[src/rtl/adc_corr_pkg.sv]
// Shared types for the pipelined-converter correction logic.
// Assumes every stage digit fits in two bits.
package adc_corr_pkg;
    localparam int DIG_W = 2;           // bits per decoded stage digit
    localparam int CMP_W = 2;           // comparator outputs per redundant stage
    typedef logic [DIG_W-1:0] digit_t;
endpackage

[src/rtl/pipe_digit_decode.sv]
// Turns one stage's raw comparator pattern into a digit.
// Redundant stages use a thermometer pair; the final flash stage is already binary.
// Assumes raw_i is bit 1 = upper comparator, bit 0 = lower comparator.
module pipe_digit_decode
    import adc_corr_pkg::*;
#(
    parameter bit IS_FLASH = 1'b0
) (
    input  logic [CMP_W-1:0] raw_i,
    output digit_t           dig_o,
    output logic             bad_o
);
    generate
        if (IS_FLASH) begin : g_flash
            // Binary flash code passes straight through.
            always_comb begin
                dig_o = raw_i;
                bad_o = 1'b0;
            end
        end else begin : g_thermo
            // Thermometer decode; the impossible pattern resolves to the middle digit.
            always_comb begin
                unique case (raw_i)
                    2'b00:   begin dig_o = 2'd0; bad_o = 1'b0; end
                    2'b01:   begin dig_o = 2'd1; bad_o = 1'b0; end
                    2'b11:   begin dig_o = 2'd2; bad_o = 1'b0; end
                    default: begin dig_o = 2'd1; bad_o = 1'b1; end
                endcase
            end
        end
    endgenerate
endmodule

[src/rtl/pipe_align_delay.sv]
// Fixed-depth register chain that holds a stage's digit back until the
// digits of later stages for the same sample arrive.
// Assumes DEPTH >= 1; advances on every tick.
module pipe_align_delay #(
    parameter int W     = 3,
    parameter int DEPTH = 1
) (
    input  logic         clk,
    input  logic         rst_n,
    input  logic [W-1:0] d_i,
    output logic [W-1:0] q_o
);
    logic [W-1:0] chain_q [DEPTH];

    // Shift the chain by one slot each tick; clear on reset.
    always_ff @(posedge clk) begin
        if (!rst_n) begin
            for (int i = 0; i < DEPTH; i++) chain_q[i] <= '0;
        end else begin
            chain_q[0] <= d_i;
            for (int i = 1; i < DEPTH; i++) chain_q[i] <= chain_q[i-1];
        end
    end

    assign q_o = chain_q[DEPTH-1];
endmodule

[src/rtl/pipe_overlap_sum.sv]
// Overlap-add of the aligned digits. Digit i (0 = first stage) carries
// weight 2^(NSTAGE-1-i); the final flash digit therefore has weight 1.
// Output is one bit wider than the code so range can be checked upstream.
module pipe_overlap_sum
    import adc_corr_pkg::*;
#(
    parameter int NSTAGE = 9,
    localparam int SUM_W = NSTAGE + 2
) (
    input  logic [DIG_W*NSTAGE-1:0] dig_i,
    output logic [SUM_W-1:0]        sum_o
);
    // Accumulate shifted digits.
    always_comb begin
        sum_o = '0;
        for (int i = 0; i < NSTAGE; i++) begin
            sum_o = sum_o + (SUM_W'(dig_i[DIG_W*i +: DIG_W]) << (NSTAGE - 1 - i));
        end
    end
endmodule

[src/rtl/pipe_adc_corrector.sv]
// Digital correction and time alignment for a pipelined converter with
// NSTAGE-1 redundant 1.5-bit stages and one final 2-bit flash stage.
// Clock runs at twice the sample rate; samp_en_i marks sampling ticks and
// must alternate. Stage k's digit for a sample taken at edge E is captured
// at edge E+k; the corrected word is latched at edge E+NSTAGE+1.
// Assumes NSTAGE is odd so that the latch edge is itself a sampling edge.
module pipe_adc_corrector
    import adc_corr_pkg::*;
#(
    parameter int NSTAGE = 9
) (
    input  logic                    clk,
    input  logic                    rst_n,
    input  logic                    samp_en_i,
    input  logic [CMP_W*(NSTAGE-1)-1:0] stg_cmp_i,
    input  logic [CMP_W-1:0]        flash_i,
    output logic [NSTAGE:0]         code_o,
    output logic                    valid_o,
    output logic                    err_o
);
    localparam int OUT_W = NSTAGE + 1;
    localparam int NRED  = NSTAGE - 1;
    localparam int LAT_S = (NSTAGE + 1) / 2;
    localparam int CNT_W = $clog2(LAT_S + 1);
    localparam int SUM_W = OUT_W + 1;
    localparam int ENT_W = DIG_W + 1;
    localparam logic [SUM_W-1:0] CODE_MAX = {1'b0, {OUT_W{1'b1}}};

    logic [DIG_W*NSTAGE-1:0] aligned_dig;
    logic [NSTAGE-1:0]       aligned_bad;
    logic [SUM_W-1:0]        sum_w;
    logic [CNT_W-1:0]        fill_q;
    logic                    fill_done;

    generate
        for (genvar i = 0; i < NSTAGE; i++) begin : g_stage
            logic [CMP_W-1:0] raw;
            digit_t           dig;
            logic             bad;
            logic [ENT_W-1:0] ent_q;

            if (i < NRED) begin : g_red
                assign raw = stg_cmp_i[CMP_W*i +: CMP_W];
            end else begin : g_last
                assign raw = flash_i;
            end

            pipe_digit_decode #(.IS_FLASH(i == NRED)) u_dec (
                .raw_i (raw),
                .dig_o (dig),
                .bad_o (bad)
            );

            // Stage i+1 needs NSTAGE-i registers to meet the final stage.
            pipe_align_delay #(.W(ENT_W), .DEPTH(NSTAGE - i)) u_dly (
                .clk   (clk),
                .rst_n (rst_n),
                .d_i   ({bad, dig}),
                .q_o   (ent_q)
            );

            assign aligned_dig[DIG_W*i +: DIG_W] = ent_q[DIG_W-1:0];
            assign aligned_bad[i]                = ent_q[DIG_W];
        end
    endgenerate

    pipe_overlap_sum #(.NSTAGE(NSTAGE)) u_sum (
        .dig_i (aligned_dig),
        .sum_o (sum_w)
    );

    assign fill_done = (fill_q == CNT_W'(LAT_S));

    // Count sampling edges since reset until the first sample can arrive.
    always_ff @(posedge clk) begin
        if (!rst_n) begin
            fill_q <= '0;
        end else if (samp_en_i && !fill_done) begin
            fill_q <= fill_q + 1'b1;
        end
    end

    // Output latch: load on sampling ticks once the pipeline holds real samples.
    always_ff @(posedge clk) begin
        if (!rst_n) begin
            code_o  <= '0;
            valid_o <= 1'b0;
            err_o   <= 1'b0;
        end else if (samp_en_i && fill_done) begin
            code_o  <= sum_w[OUT_W-1:0];
            valid_o <= 1'b1;
            err_o   <= |aligned_bad;
        end
    end


    alt_chk: assert property (@(posedge clk) disable iff (!rst_n)
        samp_en_i |=> !samp_en_i);


    hold_chk: assert property (@(posedge clk) disable iff (!rst_n)
        !samp_en_i |=> ($stable(code_o) && $stable(err_o) && $stable(valid_o)));


    valid_sticky_chk: assert property (@(posedge clk) disable iff (!rst_n)
        valid_o |=> valid_o);


    no_overflow_chk: assert property (@(posedge clk) disable iff (!rst_n)
        sum_w <= CODE_MAX);
endmodule

[config.mk]
export PLATFORM = sky130hd
export DESIGN_NAME = pipe_adc_corrector
export DESIGN_NICKNAME = d
export VERILOG_FILES = /design/src/rtl/adc_corr_pkg.sv /design/src/rtl/pipe_digit_decode.sv /design/src/rtl/pipe_align_delay.sv /design/src/rtl/pipe_overlap_sum.sv /design/src/rtl/pipe_adc_corrector.sv
export SDC_FILE = /design/constraint.sdc
export NUM_CORES = 1
export LEC_CHECK = 0
export ABC_AREA = 0
export BUFFER_PORTS_ARGS = -buffer_cell sky130_fd_sc_hd__buf_2
export CAP_MARGIN = 5
export CORE_UTILIZATION = 45
export CTS_CLUSTER_DIAMETER = 150
export DETAILED_ROUTE_END_ITERATION = 8
export PLACE_DENSITY = 0.6
export SETUP_SLACK_MARGIN = 0.5
export SYNTH_ARGS = -nofsm -noshare
export SYNTH_HDL_FRONTEND = slang
export SYNTH_SLANG_ARGS = --single-unit
[constraint.sdc]
create_clock -name clk -period 4.42 [get_ports clk]
set_input_delay 0.884 -clock clk [delete_from_list [all_inputs] [get_ports clk]]
set_output_delay 0.884 -clock clk [all_outputs]
set_load 0.02 [all_outputs]
==> results.md <==
* Flops & latches, synth at 149
* Vias/cell at 4.44
* TritonCTS clock tree: built
* I/O Pins at 33
* Fillcell total at 922
* Port bufs at 32
* Placed Area at 5020 um^2
* CTS hold repair buffers at 0
* Nets at 493
* Initial Utilization at 0.464
* Internal power at 2.24 mW
* Share of post-route cells with drive strength above 1 at 0.142
* Initial drt markers at 66
* Clock buffer count from CTS at 17
* N_diodes at 0
* CTS Root Cell: clkbuf_8
* Pin count of the biggest net entering global routing at 158
* Arr. time, crit path at 1.04 ns
* Clock power frac at 0.482
* Status: finished, final reports clean
* Die height at 105 um
* Yosys Warn Count at 0
* Final wirelength at 6.04 mm
* CTS sink cnt at 149
* Slew Viols, Final at 0
* P&R area growth vs syn at 17.3%
* GRT Util Overall at 0.128
* Antenna Nets Post-Route at 0
* Async SR Flop Fraction at 0
* Average size of a mapped cell at 11.5 um^2
* Critical path launch point type: flip-flop
* Reg-to-Reg Start: g_stage[7].u_dly.chain_q[0][3]$_SDFF_PN0_
* Wire per inst at 10.2 um
* Relative slew slack at 0.286
* Most frequent cell after synthesis: dfxtp_1
* Post-Synthesis Cell Area at 4770 um^2
* Dpl hpwl at 3.60 mm
* Slew @ Worst Pin at 1.07 ns
* Crit share post-route at 0.435
* Sequential-to-total area share from yosys stat at 0.626
* Worst Hold Class: flip-flop to flip-flop
* RSZ-0062 raised after global routing: no
* Worst hold start: g_stage[0].u_dly.chain_q[0][19]$_SDFF_PN0_
* CP endpoint kind: output pin
* # Post-CTS Setup Buffers at 0
* Top cells by area, synth: dfxtp_1 63%, and2_1 17%, ha_1 6.8%
* Die area at 11,000 um^2
* Tmin final at 1.92 ns
* Critical path buffers and inverters at 1
* Clock slew at reported path FFs at 0.06 ns
* Combinational power share at 0.024
* Crit path cell chain: buf_2
* Util after Layout at 0.544
* Worst slack, placed at 2.06 ns
* CTS H-tree depth at 4
* Residual DRC at 0
* DP Cell Count at 562
* Gpl congestion at 0.710
* Worst setup path class: flip-flop to output pin
* # rows at 37
* Skew-Pair Late Insertion Delay at 0.49 ns
* Power per Cell Area at 500 nW/um^2
* Clock Skews at 0.00745 ns
* Max Fclk at 520 MHz
* Core Region at 10,300 um^2
* Synth Net Count at 462
* Post-Layout Cell Count at 593
* Hold Fails Final Rpt at 0
* Post-synth top cells: 149 x dfxtp_1, 128 x and2_1, 26 x ha_1
* Final Cell Area at 5590 um^2
* Switching Fraction at 0.200
* Final Power at 2.80 mW
* Initial antenna violation count at 0
* Area leader, netlist: dfxtp_1
* Hold Slack at 0.426 ns
* R2R Setup Slk at 2.53 ns
* Setup ws final at 2.50 ns
* CP peak stage delay at 0.36 ns
* Main synth FF type: dfxtp_1
* Total grt overflow at 0
* Cells after Synth at 414
* Setup TNS Final at 0 ns
* P_leak at 2.46 nW
* Max IR drop VDD at 0.259 mV
* Post-CTS sizing at 0
* Die Width at 105 um
* Crit path max fanout at 2
* CTS Buffer Depth at 2
* Drt first pass iters at 4
* Net Sw Power at 0.559 mW
* Post-synth EDFFs at 0
* Delay-heaviest family, CP: flip-flops
* CP required at 3.54 ns
* Final setup vio count at 0
* Post-synth top area share at 0.626
* Crit-path slowest cell: dfxtp_1
* Distinct cells, synth at 38
* Number of global-route vias before repair at 2,618
* Global-route wire length before repair at 11.1 mm
* CP startpoint: code_o[6]$_SDFFE_PN0P_
* Via count of the routed design at 2,632
* Max cap viols at 0
* Power share of the sequential group at 0.494
-- placed cells by master, fill, tap and decap left out, types with 3 or more instances in the layout --
master        n
nand2_1      10
a21o_1        3
nor2_1        3
clkbuf_16    16
nand3_1      10
buf_2        31
nor2b_1       9
o21ai_0       5
a21boi_0      4
nor3b_1       3
clkinvlp_4    3
dfxtp_1     149
clkbuf_8      3
o211ai_1      3
inv_1         9
ha_1         26
and2_1      128
a21oi_1       4
-- final timing paths --
kind                                                 to  depth (start not counted)
min          g_stage[0].u_dly.chain_q[0][22]$_SDFF_PN0_                          1
min reg2reg  g_stage[0].u_dly.chain_q[0][22]$_SDFF_PN0_                          1
max reg2reg                      code_o[9]$_SDFFE_PN0P_                          6
max                                           code_o[6]                          1
-- routing by layer --
layer	global-route usage	routed length [um]	vias up
li1	-	-	1391
met1	0.135	2930	1200
met2	0.227	2850	34
met3	0.0412	189	7
met4	0.0694	69	0
met5	0	0	-
-- power by group through the flow --
stage	clock network [mW]	logic, mW	registers (mW)
final	1.35	0.0678	1.38
after global routing	1.45	0.0812	1.38
after CTS	1.39	0.0700	1.38
after detailed placement	0	0.0696	1.41
after global placement	0	0.0675	1.41
after floorplan	0	0.0484	1.41
-- final cells by class --
class | count | area, um^2 | area share
repair buffers | 32 | 163 | 0.0291
clock inverters | 10 | 123 | 0.0219
multi-input cells | 236 | 1670 | 0.299
inverters | 9 | 33.8 | 0.00604
well taps | 136 | 170 | 0.0304
flip-flops and latches | 149 | 2980 | 0.533
clock buffers | 21 | 449 | 0.0803
-- state kept, by name, indices dropped and copies added (netlist names) --
signal / cells
fill_q: 3
g_stage.u_dly.chain_q: 134
valid_o: 1
code_o: 10
err_o: 1
-- cells by family (layout without fill, tap and decap cells) --
logic type	count (synthesis)	in the layout	share of synthesized area
AND/OR/NAND/NOR	172	172	0.219
flip-flops	149	149	0.626
AO/OA/AOI/OAI	33	33	0.0520
buffers and inverters	29	72	0.0236
adder cells (fa/ha/maj)	27	27	0.0724
XOR/XNOR	4	4	0.00735
No activity file was read; power rests on OpenSTA's default activity.
